## src/rtl/mpu_pkg.sv

```systemverilog
// Package: shared types for the processor memory port.
// Assumes: one strobe bundle per cycle from the control sequencer.
package mpu_pkg;

    // Strobe bundle presented by the sequencer in one step.
    typedef struct packed {
        logic mar_ld;
        logic mdr_ld_int;
        logic mdr_ld_ext;
        logic mdr_drv_int;
        logic mdr_drv_ext;
        logic rd;
        logic wr;
        logic wt;
    } strobe_t;

    // Open memory request.
    typedef enum logic [1:0] {
        REQ_IDLE  = 2'd0,
        REQ_READ  = 2'd1,
        REQ_WRITE = 2'd2
    } req_state_e;

endpackage

```

## src/rtl/mpu_strobe_check.sv

```systemverilog
// Module: decides whether the current strobe step obeys the step rules.
// Assumes: busy is high while a memory request is open.
module mpu_strobe_check
    import mpu_pkg::*;
(
    input  strobe_t stb,
    input  logic    busy,
    output logic    legal
);

    logic rw_clash;
    logic req_with_wait;
    logic mdr_dual_load;
    logic mdr_in_out;
    logic req_overlap;

    // Flag each forbidden combination separately, then merge them.
    always_comb begin
        rw_clash      = stb.rd & stb.wr;
        req_with_wait = (stb.rd | stb.wr) & stb.wt;
        mdr_dual_load = stb.mdr_ld_int & stb.mdr_ld_ext;
        mdr_in_out    = stb.mdr_ld_int & stb.mdr_drv_int;
        req_overlap   = (stb.rd | stb.wr) & busy;
        legal = ~(rw_clash | req_with_wait | mdr_dual_load | mdr_in_out | req_overlap);
    end

endmodule

```

## src/rtl/mpu_req_ctrl.sv

```systemverilog
// Module: holds the open memory request, produces stall and the error pulse.
// Assumes: memory keeps mem_done high until it sees the request drop.
module mpu_req_ctrl
    import mpu_pkg::*;
(
    input  logic    clk,
    input  logic    rst_n,
    input  strobe_t stb,
    input  logic    legal,
    input  logic    mem_done,
    output logic    busy,
    output logic    mem_rd,
    output logic    mem_wr,
    output logic    stall,
    output logic    strobe_err
);

    req_state_e state_q, state_d;
    logic       err_q;
    logic       release_req;

    // The request is released only in a legal wait step that sees completion.
    always_comb begin
        release_req = legal & stb.wt & mem_done & (state_q != REQ_IDLE);
    end

    // Next-state choice for the open request.
    always_comb begin
        state_d = state_q;
        if (release_req) begin
            state_d = REQ_IDLE;
        end else if (legal && state_q == REQ_IDLE) begin
            if (stb.rd) begin
                state_d = REQ_READ;
            end else if (stb.wr) begin
                state_d = REQ_WRITE;
            end
        end
    end

    // Request state register.
    always_ff @(posedge clk) begin
        if (!rst_n) begin
            state_q <= REQ_IDLE;
        end else begin
            state_q <= state_d;
        end
    end

    // One-cycle error pulse after an illegal step.
    always_ff @(posedge clk) begin
        if (!rst_n) begin
            err_q <= 1'b0;
        end else begin
            err_q <= ~legal;
        end
    end

    // Output decode of the request lines and stall.
    always_comb begin
        busy       = (state_q != REQ_IDLE);
        mem_rd     = (state_q == REQ_READ);
        mem_wr     = (state_q == REQ_WRITE);
        stall      = legal & stb.wt & busy & ~mem_done;
        strobe_err = err_q;
    end

    AST_ONE_REQ: assert property (@(posedge clk) disable iff (!rst_n)
        !(mem_rd && mem_wr));

    AST_READ_HELD: assert property (@(posedge clk) disable iff (!rst_n)
        (mem_rd && !(stb.wt && mem_done)) |=> mem_rd);

    AST_WRITE_HELD: assert property (@(posedge clk) disable iff (!rst_n)
        (mem_wr && !(stb.wt && mem_done)) |=> mem_wr);

    AST_REQ_DROP: assert property (@(posedge clk) disable iff (!rst_n)
        (busy && legal && stb.wt && mem_done) |=> !(mem_rd || mem_wr));

    AST_ERR_PULSE: assert property (@(posedge clk) disable iff (!rst_n)
        !legal |=> strobe_err);

    AST_IGNORED_NO_REQ: assert property (@(posedge clk) disable iff (!rst_n)
        (!busy && !legal) |=> !busy);

    AST_OVERLAP_KEEPS: assert property (@(posedge clk) disable iff (!rst_n)
        (mem_rd && (stb.rd || stb.wr) && !stb.wt) |=> mem_rd);

    AST_STALL_HAS_REQ: assert property (@(posedge clk) disable iff (!rst_n)
        stall |-> (mem_rd || mem_wr));

endmodule

```

## src/rtl/mpu_data_path.sv

```systemverilog
// Module: address and data registers with their gated load and drive paths.
// Assumes: legal comes from the strobe checker; illegal steps touch nothing.
module mpu_data_path
    import mpu_pkg::*;
#(
    parameter int AW = 16,
    parameter int DW = 16
) (
    input  logic          clk,
    input  logic          rst_n,
    input  strobe_t       stb,
    input  logic          legal,
    input  logic          mem_done,
    input  logic [DW-1:0] ibus_in,
    input  logic [DW-1:0] mem_rdata,
    output logic [AW-1:0] mem_addr,
    output logic [DW-1:0] mdr_val,
    output logic          ibus_oe,
    output logic          mem_wdata_oe
);

    localparam int AW_USED = (AW < DW) ? AW : DW;

    logic [AW-1:0] mar_q;
    logic [DW-1:0] mdr_q;
    logic [AW-1:0] mar_src;
    logic          mar_en;
    logic          mdr_int_en;
    logic          mdr_ext_en;

    // Qualify every enable with step legality.
    always_comb begin
        mar_en       = legal & stb.mar_ld;
        mdr_int_en   = legal & stb.mdr_ld_int;
        mdr_ext_en   = legal & stb.mdr_ld_ext & mem_done;
        ibus_oe      = legal & stb.mdr_drv_int;
        mem_wdata_oe = legal & stb.mdr_drv_ext;
    end

    // Address source: low bits of the bus, zero-padded if the bus is narrower.
    generate
        if (AW > DW) begin : g_pad
            always_comb mar_src = {{(AW - DW){1'b0}}, ibus_in};
        end else begin : g_trunc
            always_comb mar_src = ibus_in[AW_USED-1:0];
        end
    endgenerate

    // Address register.
    always_ff @(posedge clk) begin
        if (!rst_n) begin
            mar_q <= '0;
        end else if (mar_en) begin
            mar_q <= mar_src;
        end
    end

    // Data register with internal and external load paths.
    always_ff @(posedge clk) begin
        if (!rst_n) begin
            mdr_q <= '0;
        end else if (mdr_int_en) begin
            mdr_q <= ibus_in;
        end else if (mdr_ext_en) begin
            mdr_q <= mem_rdata;
        end
    end

    // Register outputs.
    always_comb begin
        mem_addr = mar_q;
        mdr_val  = mdr_q;
    end

    AST_MAR_HOLD: assert property (@(posedge clk) disable iff (!rst_n)
        !mar_en |=> $stable(mem_addr));

    AST_MDR_HOLD: assert property (@(posedge clk) disable iff (!rst_n)
        !(mdr_int_en || mdr_ext_en) |=> $stable(mdr_val));

    AST_NO_DRIVE_ILLEGAL: assert property (@(posedge clk) disable iff (!rst_n)
        !legal |-> !(ibus_oe || mem_wdata_oe));

endmodule

```

## src/rtl/mem_port_unit.sv

```systemverilog
// Module: top of the processor memory port; bundles strobes and wires parts.
// Assumes: one strobe set per cycle; memory holds mem_done until request drops.
module mem_port_unit
    import mpu_pkg::*;
#(
    parameter int AW = 16,
    parameter int DW = 16
) (
    input  logic          clk,
    input  logic          rst_n,
    input  logic [DW-1:0] ibus_in,
    output logic [DW-1:0] ibus_out,
    output logic          ibus_oe,
    input  logic          mar_ld,
    input  logic          mdr_ld_int,
    input  logic          mdr_ld_ext,
    input  logic          mdr_drv_int,
    input  logic          mdr_drv_ext,
    input  logic          rd_req,
    input  logic          wr_req,
    input  logic          wait_done,
    output logic [AW-1:0] mem_addr,
    output logic          mem_rd,
    output logic          mem_wr,
    output logic [DW-1:0] mem_wdata,
    output logic          mem_wdata_oe,
    input  logic [DW-1:0] mem_rdata,
    input  logic          mem_done,
    output logic          stall,
    output logic          strobe_err
);

    strobe_t       stb;
    logic          legal;
    logic          busy;
    logic [DW-1:0] mdr_val;

    // Gather the strobes into one bundle.
    always_comb begin
        stb.mar_ld      = mar_ld;
        stb.mdr_ld_int  = mdr_ld_int;
        stb.mdr_ld_ext  = mdr_ld_ext;
        stb.mdr_drv_int = mdr_drv_int;
        stb.mdr_drv_ext = mdr_drv_ext;
        stb.rd          = rd_req;
        stb.wr          = wr_req;
        stb.wt          = wait_done;
    end

    mpu_strobe_check u_check (
        .stb   (stb),
        .busy  (busy),
        .legal (legal)
    );

    mpu_req_ctrl u_ctrl (
        .clk        (clk),
        .rst_n      (rst_n),
        .stb        (stb),
        .legal      (legal),
        .mem_done   (mem_done),
        .busy       (busy),
        .mem_rd     (mem_rd),
        .mem_wr     (mem_wr),
        .stall      (stall),
        .strobe_err (strobe_err)
    );

    mpu_data_path #(.AW(AW), .DW(DW)) u_data (
        .clk          (clk),
        .rst_n        (rst_n),
        .stb          (stb),
        .legal        (legal),
        .mem_done     (mem_done),
        .ibus_in      (ibus_in),
        .mem_rdata    (mem_rdata),
        .mem_addr     (mem_addr),
        .mdr_val      (mdr_val),
        .ibus_oe      (ibus_oe),
        .mem_wdata_oe (mem_wdata_oe)
    );

    // Both data outputs show the data register.
    always_comb begin
        ibus_out  = mdr_val;
        mem_wdata = mdr_val;
    end

    AST_ILLEGAL_NO_STALL: assert property (@(posedge clk) disable iff (!rst_n)
        (rd_req && wait_done) |-> !stall);

endmodule

```

## config.mk

```make
export PLATFORM = sky130hd
export DESIGN_NAME = mem_port_unit
export DESIGN_NICKNAME = d
export VERILOG_FILES = /design/src/rtl/mpu_pkg.sv /design/src/rtl/mpu_strobe_check.sv /design/src/rtl/mpu_req_ctrl.sv /design/src/rtl/mpu_data_path.sv /design/src/rtl/mem_port_unit.sv
export SDC_FILE = /design/constraint.sdc
export NUM_CORES = 1
export LEC_CHECK = 0
export BUFFER_PORTS_ARGS = -buffer_cell sky130_fd_sc_hd__clkbuf_2
export CAP_MARGIN = 10
export CORE_MARGIN = 8
export CORE_UTILIZATION = 47
export DETAILED_ROUTE_END_ITERATION = 7
export HOLD_SLACK_MARGIN = 0.08
export PLACE_DENSITY = 0.84
export SYNTH_ARGS = -nofsm -noshare
export SYNTH_HDL_FRONTEND = slang
export SYNTH_SLANG_ARGS = --single-unit
```

## constraint.sdc

```tcl
create_clock -name clk -period 2.5 [get_ports clk]
set_clock_uncertainty 0.15 [all_clocks]
set_input_delay 0.375 -clock clk [delete_from_list [all_inputs] [get_ports clk]]
set_output_delay 0.375 -clock clk [all_outputs]
set_load 0.01 [all_outputs]
```

Word level (Yosys, flattened, before mapping)

Index checks and enable logic that the tools add are counted.
W data, S select, Z words.

Word-level logic and storage cells: 41
Register bits after elaboration: 35
Output and inout bits: 54
Input bits: 43

Mux-type cells: 4
Bitwise operators: 24
Reductions and logical operators: 7
Equality and inequality tests: 2

Operator list:

| cell                 | count |
|---|---|
| $mux W16             | 2 |
| $and A1 B1 Y1        | 16 |
| $reduce_bool A2 Y1   | 3 |
| $or A1 B1 Y1         | 5 |
| $mux W2              | 2 |
| $not A1 Y1           | 3 |
| $eq A2 B1 Y1 const B | 1 |
| $eq A2 B2 Y1 const B | 1 |
| $logic_not A2 Y1     | 1 |
| $reduce_and A2 Y1    | 1 |
| $reduce_or A2 Y1     | 1 |
| $logic_and A1 B1 Y1  | 1 |

Longest topological paths before layout

Word-level depth: 11
Depth in mapped cells: 6
Mapped depth without buffers: 3

By module

From an unflattened synthesis, not the netlist that was laid out.

Cell total of the unflattened synthesis: 205
Area, all modules: 1735.4 um2

By module, submodules not included:

| module           | area each (um2) | seq. area each (um2) | cells each | instances |
|---|---|---|---|---|
| mpu_data_path    | 1445.1          | 640.6                | 168        | 1 |
| mpu_req_ctrl     | 148.9           | 60.1                 | 17         | 1 |
| mem_port_unit    | 120.1           | 0.0                  | 16         | 1 |
| mpu_strobe_check | 21.3            | 0.0                  | 4          | 1 |

Least setup slack after synthesis

Ideal clock, no wire load.

Path type: input port to output port
From: input mdr_ld_int
To: output stall
Path slack: 0.764 ns
Arrival time: 1.211 ns
Data required time: 1.975 ns
Path buffers: 1
Stages: 4
Cell sequence: buf_2 > o21ai_1 > nand3_1 > nor3_1

Word-level cells in the longest chain between the ends: 8

RTL lines:

| item                          | line                   | RTL |
|---|---|---|
| start, declared               | mem_port_unit.sv:15    | `input logic mdr_ld_int,` |
| $and A1 B1 Y1                 | mpu_strobe_check.sv:21 | `mdr_dual_load = stb.mdr_ld_int & stb.mdr_ld_ext;` |
| $or A1 B1 Y1                  | mpu_strobe_check.sv:24 | `legal = ~(rw_clash \| req_with_wait \| mdr_dual_load \| mdr_in_out \| req_overlap);` |
| $or A1 B1 Y1 * (2 in series)  | mpu_strobe_check.sv:24 |  |
| $not A1 Y1 *                  | mpu_strobe_check.sv:24 |  |
| $and A1 B1 Y1 * (3 in series) | mpu_req_ctrl.sv:64     | `stall = legal & stb.wt & busy & ~mem_done;` |
| end, declared                 | mem_port_unit.sv:29    | `output logic stall,` |

Every way passes the cells marked *; elsewhere a longest branch is shown, timed or not.

Worst setup path in the final report

From: register u_ctrl.state_q[1]
To: output stall

Word-level cells in the longest chain between the ends: 7

RTL lines:

| item                          | line                   | RTL |
|---|---|---|
| start, declared               | mpu_req_ctrl.sv:18     | `req_state_e state_q, state_d;` |
| start signal, assigned        | mpu_req_ctrl.sv:46     | `state_q <= state_d;` |
| $reduce_bool A2 Y1 *          | mpu_req_ctrl.sv:61     | `busy = (state_q != REQ_IDLE);` |
| $and A1 B1 Y1                 | mpu_strobe_check.sv:23 | `req_overlap = (stb.rd \| stb.wr) & busy;` |
| $or A1 B1 Y1                  | mpu_strobe_check.sv:24 |  |
| $not A1 Y1                    | mpu_strobe_check.sv:24 |  |
| $and A1 B1 Y1                 | mpu_req_ctrl.sv:64     |  |
| $and A1 B1 Y1 * (2 in series) | mpu_req_ctrl.sv:64     |  |

Marked as above.

==> results.tsv <==
stage	metric	value	unit
drt	drt-wirelength-per-cell	15.3	um
layout	areaGrowthSynthToFinish	26.6	%
drt	wirelength	4490	um
synth	synth_seq_cells	35	
power	irDropWorstVdd	312	uV
hold_path	min_from	ibus_in[15]	
run	max-cap-violations	0	
global_route	antenna_found_initial	0	
setup_path	cp-start-kind	flip-flop	
timing	fin_ws	280	ps
layout	nets	290	
synth	yosys.area.top_type	dfxtp_1	
global_route	grt_pass1_vias	1406	
synth	synth_edf_count	0	
synth	synth_area_per_cell	9.78	um2
cts	cts.clk_slew.worst_paths	100	ps
timing	setup_viol	0	
cts	cts-hold-fix-buffers	0	
die	coreArea	3390	um2
synth	syn_area	1670	um2
timing	rsz0062_at_grt	false	
timing	setup_tns	0	ps
cts	clock_sinks	35	
die	rows	21	
setup_path	r2r_start	u_ctrl.state_q[1]	
cts	cts.repair.resized	0	
setup_path	path_max_fanout	7	
die	floorplan.initialDensity	49.3	%
placement	portBuffers	96	
hold_path	hp-class	primary input to flip-flop	
setup_path	reg2reg_slack	690	ps
power	power_density	621	nW/um2
global_route	grt_pass1_wl	6760	um
cts	cts_buffer_depth	2	
drt	ant_nets	0	
timing	min_period	2220	ps
cts	post_cts_buffers	0	
global_route	grt_overflow	0	
global_route	grt_max_degree	31	
synth	synth-async-reset-ratio	0	%
drt	drtIter0Drc	76	
layout	fin_cells	294	
setup_path	cp_data_arrival_time	1690	ps
placement	gp_congestion	0.897	
timing	fmax	0.451	GHz
placement	dpl_cell_area	2020	um2
placement	dp_hpwl	3660	um
drt	via_per_inst	4.99	
cts	cts_made_buffers	5	
synth	synth_warnings	0	
synth	synth_top_area_share	41.9	%
layout	drive_above_1_share	44.0	%
drt	drt_pass1_iterations	4	
layout	fill_cells	286	
drt	vias	1468	
placement	placed_cells	286	
global_route	track_usage	15.6	%
setup_path	startpoint	u_ctrl.state_q[1]	
timing	slew_headroom	52.3	%
synth	synthDistinctLibCells	27	
die	ioPinCount	97	
setup_path	path_class	flip-flop to output pin	
setup_path	cp-end-kind	output pin	
status	run_status	finished, final reports clean	
die	die_area	5720	um2
setup_path	reg2reg_depth	3	
synth	syn-num-nets	214	
timing	final_hold_viol_count	0	
drt	drc_errors	0	
synth	synthTopCellsByArea	dfxtp_1, a22o_1, mux2i_1	
cts	clock_latency	330	ps
cts	cts_root_buf	clkbuf_4	
layout	diodes	0	
power	leakage	1.05	nW
setup_path	crit_path_end	stall	
synth	ys_seq_area_share	41.9	%
timing	finalMaxSlewViolations	0	
cts	htree_num_levels	2	
setup_path	cp.required	1980	ps
die	die_y	75.6	um
timing	period_share	88.8	%
placement	dp_slack	493	ps
synth	ys.flop_type	dfxtp_1	
timing	worst_slew_pin_slew	715	ps
layout	final_area	2120	um2
setup_path	timing.rr.end	u_data.mdr_val[14]	
synth	synth_cells	171	
die	die_w	75.6	um
cts	cts_tree	done	
[sequential cells by signal, indices dropped and copies added, names as in the netlist]
| register | flops |
|---|---|
| u_data.mdr_val | 16 |
| u_ctrl.strobe_err | 1 |
| u_data.mem_addr | 16 |
| u_ctrl.state_q | 2 |
[cell usage after synthesis, drive strengths merged, types with 3 or more instances]
master and number:
inv 3, a22o 32, clkbuf 7, buf 22, mux2i 16, nand2 33, dfxtp 35
[worst min-delay path by stage]
| stage | to | slack, ps | cells after the start |
|---|---|---|---|
| floorplan | u_data.mem_addr[0] | 330 | 2 |
| finish | u_data.mem_addr[15] | 120 | 3 |
| global placement | u_data.mem_addr[11] | 290 | 2 |
| CTS | u_data.mem_addr[3] | 110 | 3 |
| detailed placement | u_data.mem_addr[12] | 300 | 2 |
| global route | u_data.mem_addr[3] | 100 | 3 |
[layer usage]
layer	GRT usage [%]	vias to the layer above	routed length (um)
met5	0	-	0
met4	7.89	0	132
met3	3.29	12	344
met2	25.9	51	2280
met1	18.7	653	1730
li1	-	752	-
[per-stage QoR]
step                      hold slack (ps)  util, %  power [mW]
after floorplan                       329        -       0.760
after global placement                293     59.5       0.831
after detailed placement              296     59.5       0.836
after CTS                             113     62.5        1.33
after global routing                  103     62.5        1.38
final                                 123     62.5        1.31
[layout make-up]
| type | instances | area (um2) | area share, % |
|---|---|---|---|
| Clock buffer | 6 | 41.3 | 1.95 |
| Tap cell | 46 | 57.6 | 2.72 |
| Multi-Input combinational cell | 104 | 751 | 35.5 |
| Sequential cell | 35 | 701 | 33.1 |
| Clock inverter | 2 | 60.1 | 2.84 |
| Inverter | 3 | 11.3 | 0.532 |
| Timing Repair Buffer | 98 | 495 | 23.4 |
[layout by cell type, fill, tap and decap left out, types with 3 or more instances in the layout]
cell      Yosys  layout
a22o_1       32      32
clkbuf_2      0      96
clkbuf_4      0       5
dfxtp_1      35      35
inv_1         3       3
mux2i_1      16      16
nand2_1      33      33
[logic make-up (layout without fill, tap and decap cells)]
| group | Yosys count | count (layout) | synth area share [%] |
|---|---|---|---|
| AOI/OAI and AO/OA | 42 | 42 | 23.1 |
| and+or+nand+nor | 46 | 46 | 12.3 |
| buffers and inverters | 32 | 109 | 13.2 |
| DFF | 35 | 35 | 41.9 |
| muxes | 16 | 16 | 9.58 |
[power by group]
part	internal, mW	switching (mW)
Combinational	0.101	0.116
Clock	0.312	0.180
Sequential	0.585	0.0190
[critical path, stage by stage (launching register included)]
cell and delay (ps):
dfxtp_1 400, o32ai_4 370, nand3_1 230, nor3_1 210
clkbuf_2 160
No activity file was read; power rests on OpenSTA's default activity.
